==> config.mk <==
export PLATFORM = sky130hd
export DESIGN_NAME = bilbo_reg
export DESIGN_NICKNAME = d
export VERILOG_FILES = /design/src/rtl/bilbo_reg.sv
export SDC_FILE = /design/constraint.sdc
export NUM_CORES = 1
export LEC_CHECK = 0
export ABC_AREA = 1
export BUFFER_PORTS_ARGS = -buffer_cell sky130_fd_sc_hd__buf_2
export CAP_MARGIN = 30
export CORE_AREA = 2 2 39 41
export DETAILED_ROUTE_END_ITERATION = 8
export DIE_AREA = 0 0 41 43
export PLACE_DENSITY = 0.39
export REMOVE_ABC_BUFFERS = 1
export SKIP_CTS_REPAIR_TIMING = 1
export SYNTH_ARGS = -nofsm -noshare
export SYNTH_HDL_FRONTEND = slang
export SYNTH_SLANG_ARGS = --single-unit
==> constraint.sdc <==
create_clock -name clk -period 1 [get_ports clk]
set_clock_uncertainty 0.05 [all_clocks]
set_input_delay 0.2 -clock clk [delete_from_list [all_inputs] [get_ports clk]]
set_output_delay 0.2 -clock clk [all_outputs]
set_load 0.05 [all_outputs]
==> src/rtl/bilbo_reg.sv <==
module bilbo_reg #(
  parameter int W = 3,
  parameter logic [W-1:0] TAPS = 3'b101
) (
  input  logic         clk,
  input  logic [1:0]   mode,
  input  logic         seed,
  input  logic [W-1:0] din,
  input  logic         scan_in,
  output logic [W-1:0] q,
  output logic         scan_out
);
  localparam logic [1:0] M_SCAN = 2'b00;
  localparam logic [1:0] M_TEST = 2'b01;
  localparam logic [1:0] M_CLR  = 2'b10;

  logic         fb;
  logic [W-1:0] shifted;
  logic [W-1:0] nxt;

  assign fb       = ^(q & TAPS);
  assign shifted  = {q[W-2:0], (mode == M_TEST) ? fb : scan_in};
  assign scan_out = q[W-1];

  always_comb begin
    case (mode)
      M_SCAN:  nxt = shifted;
      M_TEST:  nxt = shifted ^ din;
      M_CLR:   nxt = '0;
      default: nxt = din;
    endcase
  end

  always_ff @(posedge clk) q <= seed ? '1 : nxt;

  // assertions become active once the row holds a known value
  logic armed = 1'b0;
  always_ff @(posedge clk) armed <= armed | seed | (mode == M_CLR);

  p_normal_load_r1: assert property (@(posedge clk) disable iff (!armed)
    (mode == 2'b11 && !seed) |=> q == $past(din));

  p_scan_shift_r2: assert property (@(posedge clk) disable iff (!armed)
    (mode == 2'b00 && !seed) |=> q == {$past(q[W-2:0]), $past(scan_in)});

  p_test_step_r3: assert property (@(posedge clk) disable iff (!armed)
    (mode == 2'b01 && !seed) |=>
      q == ($past(din) ^ {$past(q[W-2:0]), $past(^(q & TAPS))}));

  p_lfsr_nonzero_r4: assert property (@(posedge clk) disable iff (!armed)
    (mode == 2'b01 && !seed && din == '0 && q != '0) |=> q != '0);

  p_clear_r5: assert property (@(posedge clk) disable iff (!armed)
    (mode == 2'b10 && !seed) |=> q == '0);

  p_seed_ones_r6: assert property (@(posedge clk) disable iff (!armed)
    seed |=> q == '1);
endmodule

==> Implementation_results.wiki <==
{| class="wikitable"
! Metric !! Value
|-
| Number of warnings printed during yosys synthesis || 0
|-
| Total cell area at the placement stage || 239 µm²
|-
| TritonCTS sink count || 3
|-
| Sequential Power Share || 0.290
|-
| Unrepaired setup endpoints after global routing || yes
|-
| Largest register by flop count || q
|-
| Number of standard cells after synthesis || 29
|-
| VDD IR-drop max || 780 µV
|-
| Share of final-layout standard cells stronger than drive strength 1 || 0.419
|-
| Total non-filler cell area in the finished layout || 312 µm²
|-
| Final estimated routing congestion in global placement || 0.705
|-
| Worst min-delay path class || in2reg
|-
| Number of vias in the routed layout || 207
|-
| HPWL after DPL || 338 µm
|-
| Startpoint of the worst register-to-register path || q[0]
|-
| Slowest stage delay, CP || 0.36 ns
|-
| CP arrival || 0.74 ns
|-
| Final ANT Viol Nets || 0
|-
| Ratio of routed vias to standard cells || 3.51
|-
| Total of buffers placed on input and output ports || 11
|-
| Max-cap violation count || 0
|-
| Crit Path Max Fanout || 4
|-
| Area of the placeable core || 1380 µm²
|-
| Final worst path period share || 0.990
|-
| Final worst hold slack || 0.147 ns
|-
| Vertical die dimension || 43 µm
|-
| Total of flip-flops plus latches after synthesis || 3
|-
| Fraction of met1 tracks used by global routing || 0.0839
|-
| Antenna diodes || 0
|-
| Remaining DRCs || 0
|-
| Share of power burned in the clock network || 0.422
|-
| Via count of the first global-routing pass || 188
|-
| Hold path startpoint || seed
|-
| Share of total power in combinational logic || 0.289
|-
| Routed wire per std cell || 7.15 µm
|-
| Clk buf depth || 2
|-
| Inserted Clock Buffers || 3
|-
| Initial antenna violation count || 0
|-
| Critical path's slowest cell || dfxtp_4
|-
| Relative max-transition margin || 0.908
|-
| Post-layout power || 506 µW
|-
| Die Footprint || 1760 µm²
|-
| Setup crit start kind || flip-flop
|-
| Critical path startpoint || q[2]
|-
| Number of filler instances in the final layout || 167
|-
| Required time at the endpoint of the critical path || 0.75 ns
|-
| GRT Overall Usage || 0.0724
|-
| Total count of hold-check failures in the final report || 0
|-
| Count of TritonRoute iterations in the first routing pass || 2
|-
| Remaining global-route overflow || 0
|-
| Most congested layer reported by global routing || met1
|-
| Area Growth Syn to Fin || 81.8%
|-
| Ordered cell list for the critical path || buf_8
|-
| Met2 global-route usage || 0.0781
|-
| Largest delay share family, worst path || flip-flops
|-
| Row count || 14
|-
| Minimum period implied by the final worst setup slack || 0.990 ns
|-
| Met3 track demand over resource || 0.0628
|-
| Syn Area/Cell || 5.91 µm²
|-
| Number of unique standard cell types used by synthesis || 9
|-
| Overall die width || 41 µm
|-
| Later-pin clock latency in the skew report || 0.23 ns
|-
| Leak pwr || 0.000172 µW
|-
| Status || completed
|-
| Pin count of the biggest net entering global routing || 6
|-
| Pint || 344 µW
|-
| Clock tree from TritonCTS || built
|-
| Buffers & Inverters on Critical Path || 1
|-
| Number of slew-limit violations in the final report || 0
|-
| Final count of negative-setup-slack endpoints || 0
|-
| Number of nets in the layout || 52
|-
| PD cells || 1620 nW/µm²
|-
| Clock slew at the register clock pins of the worst setup and hold paths || 0.04 ns
|-
| Initial standard-cell utilization of the core || 0.124
|-
| Iteration-0 DRC count of the detailed router || 1
|-
| Wire length of the first global-routing pass || 759 µm
|-
| Biggest registers after layout || q x3
|-
| Post-synth design cell area || 171 µm²
|-
| Root buffer cell || clkbuf_4
|-
| IO Count || 12
|-
| Power spent charging and discharging nets || 161 µW
|-
| Share of total power consumed by net switching || 0.319
|-
| Largest register FFs || 3
|-
| Type of destination of the critical path || output pin
|-
| # H-tree levels || 1
|-
| Type of the setup path with the least slack || reg2out
|-
| Maximum clock frequency || 1010 MHz
|-
| Share of the yosys chip area belonging to registers || 0.350
|-
| Wirelength, routed || 422 µm
|-
| Slew at the pin with the worst max-slew slack || 0.137 ns
|}
## layout by cell type (no fill, tap or decap)
cell,Yosys,final
clkbuf_1,0,1
nor2_1,3,3
clkbuf_4,0,3
o21ai_0,1,1
a21oi_1,2,2
buf_8,0,4
dfxtp_2,0,2
nand3_1,3,3
inv_1,5,5
buf_2,0,7
dfxtp_4,0,1
nand2_1,10,10
nor2_2,1,1
## metal layers
metal | wire [µm] | vias to the layer above | share of wire
met5 | 0 | - | 0
met4 | 0 | 0 | 0
met3 | 38 | 0 | 0.090
met2 | 180 | 8 | 0.43
met1 | 203 | 83 | 0.48
li1 | - | 116 | -
## power by group through the flow
stage	registers, µW	logic [µW]	clock network [µW]
5_1_grt	149	157	246
4_1_cts	139	120	225
3_3_place_gp	141	120	0
6_report	147	146	213
2_1_floorplan	190	34.0	0
3_5_place_dp	141	120	0
## worst paths after layout
check,to,slack (ns),cells after the start
hold reg to reg,q[2],0.44,2
setup reg to reg,q[0],0.11,7
setup / recovery,q[2],0.01,1
hold / removal,q[2],0.15,3
## cell type report
class | count | area, µm² | area share
Clock buffer | 4 | 26.3 | 0.0843
Inverter | 5 | 18.8 | 0.0602
Multi-Input combinational cell | 20 | 85.1 | 0.273
Sequential cell | 3 | 66.3 | 0.213
Tap cell | 16 | 20.0 | 0.0643
Timing Repair Buffer | 11 | 95.1 | 0.305
## kinds of logic after synthesis
kind of cell / after synthesis / share of synthesized area
AOI/OAI and AO/OA: 3 / 0.0876
DFF: 3 / 0.350
and+or+nand+nor: 17 / 0.409
buffers and inverters: 6 / 0.153
## per-stage QoR
stage / worst slack, ns / std cells / setup TNS, ns / util
2_1_floorplan: -0.518 / 28 / -1.03 / -
3_3_place_gp: 0.108 / 55 / 0 / 0.173
3_5_place_dp: 0.112 / 55 / 0 / 0.173
4_1_cts: -0.132 / 59 / -0.470 / 0.192
5_1_grt: -0.0307 / 59 / -0.0935 / 0.225
6_report: 0.00954 / 59 / 0 / 0.225
## Yosys cell counts
cell     number  area (µm²)
dfxtp_1       3        60.1
nand2_1      10        37.5
inv_1         5        18.8
o21ai_0       1        5.00
a21oi_1       2        10.0
nor2_1        3        11.3
nor2_2        1        6.26
nand3_1       3        15.0
buf_4         1        7.51
Note: power is estimated with default switching activity, not from simulation.
